<file path="src/rtl/fg_pkg.sv">
`timescale 1ns/1ps
package fg_pkg;
    localparam int NBLK     = 8;
    localparam int BLK_LOG2 = 11;
    localparam int SEL_W    = $clog2(NBLK);
    localparam int REG_AW   = 12;
    localparam int DATA_W   = 32;
    localparam int FLASH_AW = 15;
    localparam int PROT_LIMIT = NBLK << BLK_LOG2;

    localparam logic [REG_AW-1:0] OFS_RDX = 12'h130;
    localparam logic [REG_AW-1:0] OFS_PGM = 12'h134;

    typedef struct packed {
        logic [NBLK-1:0] rdx;
        logic [NBLK-1:0] pgm;
    } mask_pair_t;

    localparam mask_pair_t FACTORY_MASKS = '{rdx: {NBLK{1'b1}}, pgm: {NBLK{1'b1}}};
endpackage

</file>
<file path="src/rtl/fg_store.sv">
`timescale 1ns/1ps
module fg_store
    import fg_pkg::*;
(
    input  logic       clk,
    input  logic       rst_n,
    input  logic       por_n,
    input  logic       commit,
    input  mask_pair_t live,
    output mask_pair_t kept
);
    // Retained flops: no reset, factory image as power-up content.
    mask_pair_t kept_d;
    mask_pair_t kept_q = FACTORY_MASKS;

    always_comb begin
        kept_d = kept_q;
        if (commit && por_n && rst_n) begin
            kept_d.rdx = kept_q.rdx & live.rdx;
            kept_d.pgm = kept_q.pgm & live.pgm;
        end
    end

    always_ff @(posedge clk) begin
        kept_q <= kept_d;
    end

    assign kept = kept_q;


    kept_never_rises_chk: assert property (@(posedge clk) disable iff (!por_n)
        rst_n |=> ((kept_q.rdx & ~$past(kept_q.rdx)) == '0 &&
                   (kept_q.pgm & ~$past(kept_q.pgm)) == '0));


    kept_holds_chk: assert property (@(posedge clk) disable iff (!por_n)
        !commit |=> $stable(kept_q));
endmodule

</file>
<file path="src/rtl/fg_regfile.sv">
`timescale 1ns/1ps
module fg_regfile
    import fg_pkg::*;
(
    input  logic              clk,
    input  logic              rst_n,
    input  logic              por_n,
    input  logic              wr_en,
    input  logic [REG_AW-1:0] wr_addr,
    input  logic [DATA_W-1:0] wr_data,
    input  logic [REG_AW-1:0] rd_addr,
    input  mask_pair_t        kept,
    output mask_pair_t        live,
    output logic [DATA_W-1:0] rd_data
);
    typedef struct packed {
        mask_pair_t        live;
        logic [DATA_W-1:0] rd;
    } rf_state_t;

    rf_state_t st_d, st_q;

    always_comb begin
        st_d = st_q;
        if (!por_n) begin
            st_d.live = kept;
            st_d.rd   = '0;
        end else if (!rst_n) begin
            st_d.rd   = '0;
        end else begin
            if (wr_en && wr_addr == OFS_RDX)
                st_d.live.rdx = st_q.live.rdx & wr_data[NBLK-1:0];
            if (wr_en && wr_addr == OFS_PGM)
                st_d.live.pgm = st_q.live.pgm & wr_data[NBLK-1:0];
            st_d.rd = '0;
            if (rd_addr == OFS_RDX)
                st_d.rd[NBLK-1:0] = st_q.live.rdx;
            else if (rd_addr == OFS_PGM)
                st_d.rd[NBLK-1:0] = st_q.live.pgm;
        end
    end

    always_ff @(posedge clk) begin
        st_q <= st_d;
    end

    assign live    = st_q.live;
    assign rd_data = st_q.rd;


    por_reload_chk: assert property (@(posedge clk) disable iff (!rst_n)
        !por_n |=> (live == $past(kept)));


    clear_only_chk: assert property (@(posedge clk) disable iff (!por_n)
        por_n |=> ((live.rdx & ~$past(live.rdx)) == '0 &&
                   (live.pgm & ~$past(live.pgm)) == '0));


    rsvd_zero_chk: assert property (@(posedge clk) disable iff (!por_n)
        rst_n |-> (rd_data[DATA_W-1:NBLK] == '0));


    warm_reset_hold_chk: assert property (@(posedge clk) disable iff (!por_n)
        !rst_n |=> $stable(live));
endmodule

</file>
<file path="src/rtl/fg_access.sv">
`timescale 1ns/1ps
module fg_access
    import fg_pkg::*;
(
    input  logic [FLASH_AW-1:0] chk_addr,
    input  mask_pair_t          live,
    output logic                rd_ok,
    output logic                pg_ok
);
    logic            in_range;
    logic [NBLK-1:0] blk_sel;

    assign in_range = (int'(chk_addr) < PROT_LIMIT);

    for (genvar b = 0; b < NBLK; b++) begin : g_blk
        assign blk_sel[b] = in_range &&
                            (chk_addr[BLK_LOG2 +: SEL_W] == SEL_W'(b));
    end

    assign rd_ok = |(blk_sel & live.rdx);
    assign pg_ok = |(blk_sel & live.pgm);
endmodule

</file>
<file path="src/rtl/flash_guard_top.sv">
`timescale 1ns/1ps
module flash_guard_top
    import fg_pkg::*;
(
    input  logic                clk,
    input  logic                rst_n,
    input  logic                por_n,
    input  logic                wr_en,
    input  logic [REG_AW-1:0]   wr_addr,
    input  logic [DATA_W-1:0]   wr_data,
    input  logic [REG_AW-1:0]   rd_addr,
    output logic [DATA_W-1:0]   rd_data,
    input  logic                commit,
    input  logic [FLASH_AW-1:0] chk_addr,
    output logic                rd_ok,
    output logic                pg_ok
);
    mask_pair_t live;
    mask_pair_t kept;

    fg_store u_store (
        .clk    (clk),
        .rst_n  (rst_n),
        .por_n  (por_n),
        .commit (commit),
        .live   (live),
        .kept   (kept)
    );

    fg_regfile u_regs (
        .clk     (clk),
        .rst_n   (rst_n),
        .por_n   (por_n),
        .wr_en   (wr_en),
        .wr_addr (wr_addr),
        .wr_data (wr_data),
        .rd_addr (rd_addr),
        .kept    (kept),
        .live    (live),
        .rd_data (rd_data)
    );

    fg_access u_acc (
        .chk_addr (chk_addr),
        .live     (live),
        .rd_ok    (rd_ok),
        .pg_ok    (pg_ok)
    );


    out_of_range_deny_chk: assert property (@(posedge clk) disable iff (!por_n)
        (int'(chk_addr) >= PROT_LIMIT) |-> (!rd_ok && !pg_ok));
endmodule

</file>
<file path="config.mk">
export PLATFORM = sky130hd
export DESIGN_NAME = flash_guard_top
export DESIGN_NICKNAME = d
export VERILOG_FILES = /design/src/rtl/fg_pkg.sv /design/src/rtl/fg_store.sv /design/src/rtl/fg_regfile.sv /design/src/rtl/fg_access.sv /design/src/rtl/flash_guard_top.sv
export SDC_FILE = /design/constraint.sdc
export NUM_CORES = 1
export LEC_CHECK = 0
export ABC_AREA = 1
export BUFFER_PORTS_ARGS = -buffer_cell sky130_fd_sc_hd__buf_2
export CORE_ASPECT_RATIO = 1.5
export CORE_UTILIZATION = 45
export CTS_BUF_LIST = sky130_fd_sc_hd__clkbuf_16
export CTS_CLUSTER_DIAMETER = 120
export DETAILED_ROUTE_END_ITERATION = 10
export PLACE_DENSITY_LB_ADDON = 0.2
export SLEW_MARGIN = 40
export SYNTH_ARGS = -nofsm -noshare
export SYNTH_HDL_FRONTEND = slang
export SYNTH_HIERARCHICAL = 1
export SYNTH_SLANG_ARGS = --single-unit
</file>
<file path="constraint.sdc">
create_clock -name clk -period 1.4 [get_ports clk]
set_input_delay 0 -clock clk [delete_from_list [all_inputs] [get_ports clk]]
set_output_delay 0 -clock clk [all_outputs]
set_load 0.05 [all_outputs]
</file>
==> results.md, run 1 <==
* Status: finished clean
* Synth Area in Adders at 0
* CTS root buf: clkbuf_16
* Clock slew at reported path FFs at approximately 0.06 ns
* P_sw at 736.0 uW
* CP startpoint: u_regs/live[8]
* Setup TNS at 0 ns
* PwrDens at 1172 nW/um^2
* CTS Sinks at 40
* Fin util at 0.5625
* Fraction of layout cells with a size suffix above 1 at 0.2368
* Ys Warns at 6
* Cts repair resizes at 0
* Hold Vio Cnt, Final at 0
* Main combinational cell family by area after synthesis: simple AND/OR/NAND/NOR gates
* Simple-gate area share of the yosys netlist at 0.2424
* Leakage at 0.001280 uW
* WP data arrival at ~1.3 ns
* CTS tree: yes
* First-pass GRT wire length at 6.361 mm
* Switch share at 0.2458
* Setup Viol. Count Final at 0
* Clock share of power at 0.415
* Clk_lat worst skew at approximately 0.27 ns
* Max-cap violations at 0
* Sequential Power Share at 0.459
* Max-slew violation count at 0
* Hold Crit Class: input port to flop
* Die W at roughly 58 um
* DRC violations left at 0
* Area Overhead vs Synth at 19.00%
* Fmax at 790.3 MHz
* Fin crit share at 0.9038
* Tmin final at 1.265 ns
* # Post-CTS Setup Buffers at 0
* WL/cell at 10.90 um
* Die height at 86.60 um
* Pre-Repair DR Iteration Count at 4
* # diodes at 0
* Core Area at between 4000 and 5000 um^2
* GR Overflow Total at 0
* Mean Syn Cell Area at approximately 8.7 um^2
* Yosys cell types at 19
* Vias at 1714
* Mapped cell area at 2147 um^2
* Clk_skew at 0.002547 ns
* Maximum root-to-sink buffer count at 2
* Setup crit start kind: flop
* Total Routing Usage GR at 0.1699
* CTS H-tree depth at 2
* Hold buffers post-CTS at 0
* Boundary pin count at 110
* Post-synthesis instance total at 247
* Reg2reg setup slack at 0.52 ns
* Pin count of the biggest net entering global routing at 17
* Starting Density at 0.4727
* Iter 0 DRT Violations at 40
* Standard-cell rows at 30
* Synthesis-stage register bit count at 40
* Vias per cell at 4.658
* XOR/XNOR Fraction of Synth Area at 0
* Combinational power share at 0.126
* RSZ-0062 raised after global routing: false
* Hpwl dp at 3.017 mm
* Kind of critical path: flop to primary output
* Final GP Congestion at 0.8149
* Seq/Total Area, Yosys at 0.5221
* I/O Buffers at 50
* Internal power at 2258 uW
* NumNets Final at 379
* Crit-path max FO at 4
* CTS buffer count at 5
* Complex-gate fraction of the synthesized area at 0.06061
* Req. time, crit path at 1.40 ns
* CP endpoint kind: primary output
* Reg-to-Reg Start: u_regs/live[12]
* Die area at between 5000 and 6000 um^2
* Mux share of post-synthesis cell area at 0
* Post-route ant nets at 0
* Initial antenna violation count at 0
* Max VDD drop at 0.6985 mV
* Hold Crit Start: wr_data[6]
* Vias in the first global route at between 1000 and 1500
* Routed WL at 4.010 mm
[sequential cells by signal (all words and copies together) (netlist names)]
signal          flops
u_store/kept       16
u_regs/rd_data      8
u_regs/live        16
[synthesized netlist by cell type]
| master | instances | area share |
|---|---|---|
| nand3_1 | 48 | 0.11 |
| inv_1 | 43 | 0.075 |
| buf_2 | 3 | 0.0070 |
| edfxtp_1 | 32 | 0.45 |
| nand3b_1 | 2 | 0.0070 |
| nand2_2 | 2 | 0.0058 |
| clkbuf_1 | 1 | 0.0017 |
| nor2_1 | 12 | 0.021 |
| nand2_1 | 35 | 0.061 |
| nor2_8 | 1 | 0.0093 |
| nor2_2 | 6 | 0.017 |
| dfxtp_1 | 8 | 0.075 |
| o21ai_1 | 18 | 0.042 |
| a21oi_1 | 8 | 0.019 |
| conb_1 | 1 | 0.0017 |
| buf_4 | 24 | 0.084 |
| nor2_4 | 1 | 0.0052 |
| nor3b_1 | 1 | 0.0035 |
| buf_6 | 1 | 0.0052 |
[layer usage]
layer | vias to the layer above | global-route usage | share of wire
met5 | - | 0 | 0
met4 | 0 | 0.07143 | 0.015
li1 | 866 | - | -
met3 | 6 | 0.03433 | 0.076
met2 | 82 | 0.3114 | 0.50
met1 | 760 | 0.1858 | 0.41
[power groups by stage]
stage	logic, uW	registers (uW)	clock network [uW]
after CTS	379	1370	1260
after global placement	372	1400	0
final	378	1370	1240
after detailed placement	377	1400	0
after floorplan	328	1390	0
after global routing	410	1380	1330
[per-stage QoR]
stage	total power [uW]	setup slack, ns	hold WS (ns)	area, um^2	cells
2_1_floorplan	1713	0.2918	0.2246	2233	270
5_1_grt	3117	0.02588	0.07015	2555	368
3_3_place_gp	1770	0.3024	0.3312	2391	360
6_report	2994	0.1347	0.05967	2555	368
3_5_place_dp	1777	0.2861	0.3401	2391	360
4_1_cts	3018	0.1236	0.05973	2555	368
[layout make-up]
type | instances | area (um^2)
fill | 449 | 1987
clock buffer | 5 | 125.1
inverter | 43 | 161.4
sequential | 40 | 1121
clock inverter | 3 | 38.79
tap | 64 | 80.08
multi-input combinational | 158 | 740.7
timing repair buffer | 55 | 287.8
[cell families (layout without fill, tap and decap cells)]
family	Yosys count	in the layout
compound gates	26	26
buf+inv	72	106
flops	40	40
other cells	1	24
simple gates	108	108
[critical path, stage by stage (launching register included)]
cell and delay, ns:
edfxtp_1 0.44, nand3_1 0.11, nand2_1 0.05, nor2_1 0.10, nand2_1 0.07, buf_2 0.21
[placed cells by master (no fill, tap or decap)]
cell type	n
buf_2	50
nand3_1	48
inv_1	44
nand2_1	35
edfxtp_1	32
conb_1	24
o21ai_1	18
nor2_1	12
a21oi_1	8
dfxtp_1	8
nor2_2	6
clkbuf_16	5
buf_4	5
nand3b_1	2
nand2_2	2
clkinv_2	1
bufinv_16	1
nor3b_1	1
nor2_4	1
nor2_8	1
[worst paths after layout]
| check | endpoint | cells after the start |
|---|---|---|
| setup / recovery | rd_ok | 5 |
| hold / removal | u_regs/live[6] | 3 |
| setup reg to reg | u_regs/live[12] | 2 |
| hold reg to reg | u_store/kept[3] | 2 |
Power figures use the tool's default switching activity.
==> run 2: changes to the inputs <==
Settings changed: CORE_UTILIZATION 45 to 30.
==> results.md, run 2 (synthesis results as in run 1) <==
* Status: finished, violations left
* Violated checks: DRC
* CTS H-tree depth at 2 (unchanged)
* Fin util at 0.3684 (-0.1941)
* Hpwl dp at 3.291 mm (+9.1%)
* Max VDD drop at 0.3909 mV (-44%)
* PwrDens at 1100 nW/um^2 (-6.1%)
* Placed Instances at 374 (+3.9%)
* Req. time, crit path at 1.40 ns (about the same)
* Max-slew violation count at 0 (unchanged)
* Clk_lat worst skew at 0.27 ns (about the same)
* Die W at 71.08 um (+22%)
* P_sw at 730.2 uW (-0.79%)
* Setup TNS at 0 ns (unchanged)
* Post-route ant nets at 0 (unchanged)
* Hold buffers post-CTS at 0 (unchanged)
* Hold Vio Cnt, Final at 0 (unchanged)
* Area taken by multi-input logic gates at 740.7 um^2 (unchanged)
* # Post-CTS Setup Buffers at 0 (unchanged)
* Switch share at 0.2612 (+0.01537)
* Sequential Power Share at 0.492 (+0.033)
* Max-cap violations at 0 (unchanged)
* Die height at 105.6 um (+22%)
* Tmin final at 1.290 ns (+0.02485 ns)
* WP data arrival at 1.29 ns (+0.02 ns)
* Total Routing Usage GR at 0.1247 (-0.04516)
* Leakage at 0.001267 uW (-0.99%)
* NumNets Final at 379 (unchanged)
* Fill count at 720 (+60%)
* RSZ-0062 raised after global routing: false
* Setup crit start kind: flop
* Initial antenna violation count at 0 (unchanged)
* CTS tree: yes
* Core Area at 6898 um^2 (+52%)
* Final GP Congestion at 0.7391 (-9.3%)
* Routed WL at 4.270 mm (+6.5%)
* Fraction of layout cells with a size suffix above 1 at 0.2310 (-0.005819)
* Kind of critical path: flop to primary output
* # diodes at 0 (unchanged)
* Clock slew at reported path FFs at 0.06 ns (about the same)
* Pin count of the biggest net entering global routing at 19 (+2)
* CTS root buf: clkbuf_16
* Post-Layout Cell Count at 381 (+3.5%)
* Hold Crit Class: input port to flop
* Internal power at 2065 uW (-8.5%)
* Clk_skew at 0.007765 ns (+0.005219 ns)
* Vias in the first global route at 1513 (+1.1%)
* Maximum root-to-sink buffer count at 2 (unchanged)
* Die area at 7506 um^2 (+48%)
* CTS Sinks at 40 (unchanged)
* Fmax at 775.1 MHz (-1.9%)
* Area Overhead vs Synth at 18.36%
* Cts repair resizes at 0 (unchanged)
* Iter 0 DRT Violations at 124 (+210%)
* GR Overflow Total at 0 (unchanged)
* Commonest non-fill, non-tap cells in the layout: buf_2 (50), nand3_1 (48), inv_1 (45)
* Most common cell after layout, fill and taps aside: buf_2
* Crit-path max FO at 4 (unchanged)
* Clock share of power at 0.372 (-0.043)
* Fin crit share at 0.9215 (+0.01775)
* CTS buffer count at 5 (unchanged)
* Vias at 1632 (-4.8%)
* CP endpoint kind: primary output
* Worst setup margin at 0.1099 ns (-0.02485 ns)
* Boundary pin count at 110 (unchanged)
* Standard-cell rows at 37 (+23%)
* DRC violations left at 11 (+11)
* Pre-Repair DR Iteration Count at 8 (+4)
* Setup Viol. Count Final at 0 (unchanged)
* First-pass GRT wire length at 7.231 mm (+14%)
* WL/cell at 11.21 um (+2.9%)
* Starting Density at 0.3113 (-0.1615)
* Vias per cell at 4.283 (-8.0%)
* Sequential cell area at 1121 um^2 (unchanged)
* Setup WS pre-CTS at 0.2972 ns (+0.01104 ns)
* Combinational power share at 0.135 (+0.009)
* I/O Buffers at 50 (unchanged)
[run 2: cell count changes in the layout (fill, tap and decap cells not counted), sizes merged]
cell	delta
bufinv	-1
clkinv	-1
inv	+1
[run 2: cell type report]
cell class | instances | share of cell area
sequential | 40 | 0.4412
multi-input combinational | 158 | 0.2915
timing repair buffer | 55 | 0.1132
inverter | 43 | 0.06352
clock buffer | 5 | 0.04924
tap | 78 | 0.03840
clock inverter | 2 | 0.002954
[run 2: stage by stage]
step,power (uW),cell area [um^2],hold slack (ns)
final,2796,2541,0.05351
after floorplan,1713,2233,0.2246
after global placement,1777,2409,0.3282
after detailed placement,1783,2409,0.3380
after CTS,2819,2541,0.05589
after global routing,2915,2541,0.07098
[run 2: power groups by stage]
stage / clock (uW) / sequential (uW) / combinational, uW
6_report: 1040 / 1380 / 379
2_1_floorplan: 0 / 1390 / 328
3_3_place_gp: 0 / 1400 / 375
3_5_place_dp: 0 / 1400 / 380
5_1_grt: 1120 / 1380 / 415
4_1_cts: 1060 / 1380 / 381
[run 2: worst paths after layout]
path                            depth (start not counted)              end  slack, ns            start
worst min register to register                          2  u_store/kept[6]       0.54  u_store/kept[6]
worst min-delay path                                    3  u_regs/live[15]       0.05       wr_data[7]
worst max-delay path                                    5            rd_ok       0.11   u_regs/live[8]
worst max register to register                          2  u_regs/live[12]       0.50  u_regs/live[12]
[run 2: critical path, cell delays in order (launching register included)]
cell and delay [ns]:
edfxtp_1 0.45, nand3_1 0.12, nand2_1 0.06, nor2_1 0.10, nand2_1 0.07, buf_2 0.21
[run 2: layer usage]
metal  global-route usage  wire length [um]  vias up
met4              0.06000                65        0
met5                    0                 0        -
met2               0.2040              1923       71
met1               0.1547              1977      691
li1                     -                 -      866
met3              0.02677               303        4
==> run 3: changes to the inputs <==
Settings changed: REMOVE_ABC_BUFFERS set to 1.
==> results.md, run 3 (synthesis results as in run 1) <==
* Status: finished, violations left
* Cell family with most CP delay: flip-flops
* Leakage at 0.001269 uW (+0.14%)
* Fmax at 788.7 MHz (+1.8%)
* Initial antenna violation count at 0 (unchanged)
* Sequential cell area at 1121 um^2 (unchanged)
* CP startpoint: u_regs/live[7]
* Max-slew violation count at 0 (unchanged)
* Setup crit start kind: flop
* Crit path largest cell delay at 0.45 ns (about the same)
* Boundary pin count at 110 (unchanged)
* Clk_skew at 0.002744 ns (-0.005022 ns)
* RSZ-0062 raised after global routing: false
* I/O Buffers at 50 (unchanged)
* Post-route ant nets at 0 (unchanged)
* CTS tree: yes
* Core Area at 6898 um^2 (unchanged)
* PwrDens at 1171 nW/um^2 (+6.4%)
* Clock slew at reported path FFs at 0.06 ns (about the same)
* Pin count of the biggest net entering global routing at 20 (+1)
* Setup Viol. Count Final at 0 (unchanged)
* WP data arrival at 1.27 ns (-0.02 ns)
* Fill count at 712 (-1.1%)
* Area Overhead vs Synth at 19.41%
* CP bufs+invs at 1 (unchanged)
* Die W at 71.08 um (unchanged)
* Die height at 105.6 um (unchanged)
* Crit-path max FO at 4 (unchanged)
* WL/cell at 11.38 um (+1.5%)
* Iter 0 DRT Violations at 127 (+2.4%)
* Hold buffers post-CTS at 0 (unchanged)
* CTS H-tree depth at 2 (unchanged)
* Fraction of layout cells with a size suffix above 1 at 0.2310 (unchanged)
* Cts repair resizes at 0 (unchanged)
* CTS Sinks at 40 (unchanged)
* Fin crit share at 0.9057 (-0.01588)
* Slowest stage cell on the critical path: edfxtp_1
* Kind of critical path: flop to primary output
* Standard-cell rows at 37 (unchanged)
* Setup TNS at 0 ns (unchanged)
* CP most frequent cell: nand2_1
* GR Overflow Total at 0 (unchanged)
* NumNets Final at 378 (-0.26%)
* Vias at 1690 (+3.6%)
* Clk_lat worst skew at 0.27 ns (about the same)
* Die area at 7506 um^2 (unchanged)
* Tmin final at 1.268 ns (-0.02224 ns)
* Routed WL at 4.334 mm (+1.5%)
* Starting Density at 0.3113 (unchanged)
* Final GP Congestion at 0.8473 (+15%)
* Commonest non-fill, non-tap cells in the layout: buf_2 (50), nand3_1 (48), inv_1 (43)
* First-pass GRT wire length at 7.189 mm (-0.58%)
* Hold Vio Cnt, Final at 0 (unchanged)
* CTS buffer count at 5 (unchanged)
* Maximum root-to-sink buffer count at 2 (unchanged)
* Hpwl dp at 3.340 mm (+1.5%)
* Req. time, crit path at 1.40 ns (about the same)
* Max-cap violations at 0 (unchanged)
* # Post-CTS Setup Buffers at 0 (unchanged)
* Vias in the first global route at 1549 (+2.4%)
* Area taken by multi-input logic gates at 740.7 um^2 (unchanged)
* Violated checks: DRC
* Total Routing Usage GR at 0.1242 (-0.0005015)
* Hold WS at 0.05970 ns (+0.006191 ns)
* Pre-Repair DR Iteration Count at 10 (+2)
* Hold Crit Start: wr_data[4]
* Worst path cell trace: nand3_1 > nand2_1 > nor2_1 > nand2_1 > buf_2
* CTS root buf: clkbuf_16
* Most common cell after layout, fill and taps aside: buf_2
* DRC violations left at 9 (-2)
* Reg-to-Reg Start: u_regs/live[13]
* Vias per cell at 4.436 (+3.6%)
* # diodes at 0 (unchanged)
* Max VDD drop at 0.5340 mV (+37%)
* Hold Crit Class: input port to flop
* CP endpoint kind: primary output
## run 3: changes by cell type in the layout (fill, tap and decap cells not counted)
| cell | delta |
|---|---|
| clkinv_1 | +2 |
| inv_1 | -2 |
| buf_4 | -1 |
| bufinv_16 | +1 |
## run 3: final cells by class
cell class,instances,share of cell area
Clock buffer,5,0.04880
Clock inverter,3,0.01464
Inverter,43,0.06296
Multi-Input combinational cell,158,0.2889
Sequential cell,40,0.4373
Tap cell,78,0.03807
Timing Repair Buffer,54,0.1093
## run 3: per-stage QoR
stage                     instances  instance area [um^2]  power, uW  utilization  setup WS (ns)
after global placement          373                  2401       1773       0.3481         0.3068
after CTS                       381                  2564       3037       0.3717         0.1173
after detailed placement        373                  2401       1781       0.3481         0.2796
after global routing            381                  2564       3119       0.3717        0.03015
after floorplan                 241                  2023       1647            -         0.2918
final                           381                  2564       3002       0.3717         0.1321
## run 3: worst register-to-register path: stages, from the launching register on
cell,delay [ns]
edfxtp_1,0.45
nand3_1,0.11
o21ai_1,0.06
## run 3: final timing paths
check	depth (start not counted)	slack (ns)	endpoint
max	5	0.13	pg_ok
max reg2reg	2	0.52	u_regs/live[13]
min	3	0.06	u_regs/live[4]
min reg2reg	2	0.54	u_store/kept[11]
## run 3: power by group
part | internal (uW) | switching (uW)
registers | 1330 | 39.2
logic | 91.8 | 288
clock network | 827 | 421
## run 3: per-layer routing
| layer | vias up | GRT usage | routed length (um) |
|---|---|---|---|
| met3 | 6 | 0.02199 | 249 |
| li1 | 865 | - | - |
| met1 | 746 | 0.1519 | 1928 |
| met5 | - | 0 | 0 |
| met2 | 73 | 0.2109 | 2068 |
| met4 | 0 | 0.05571 | 87 |
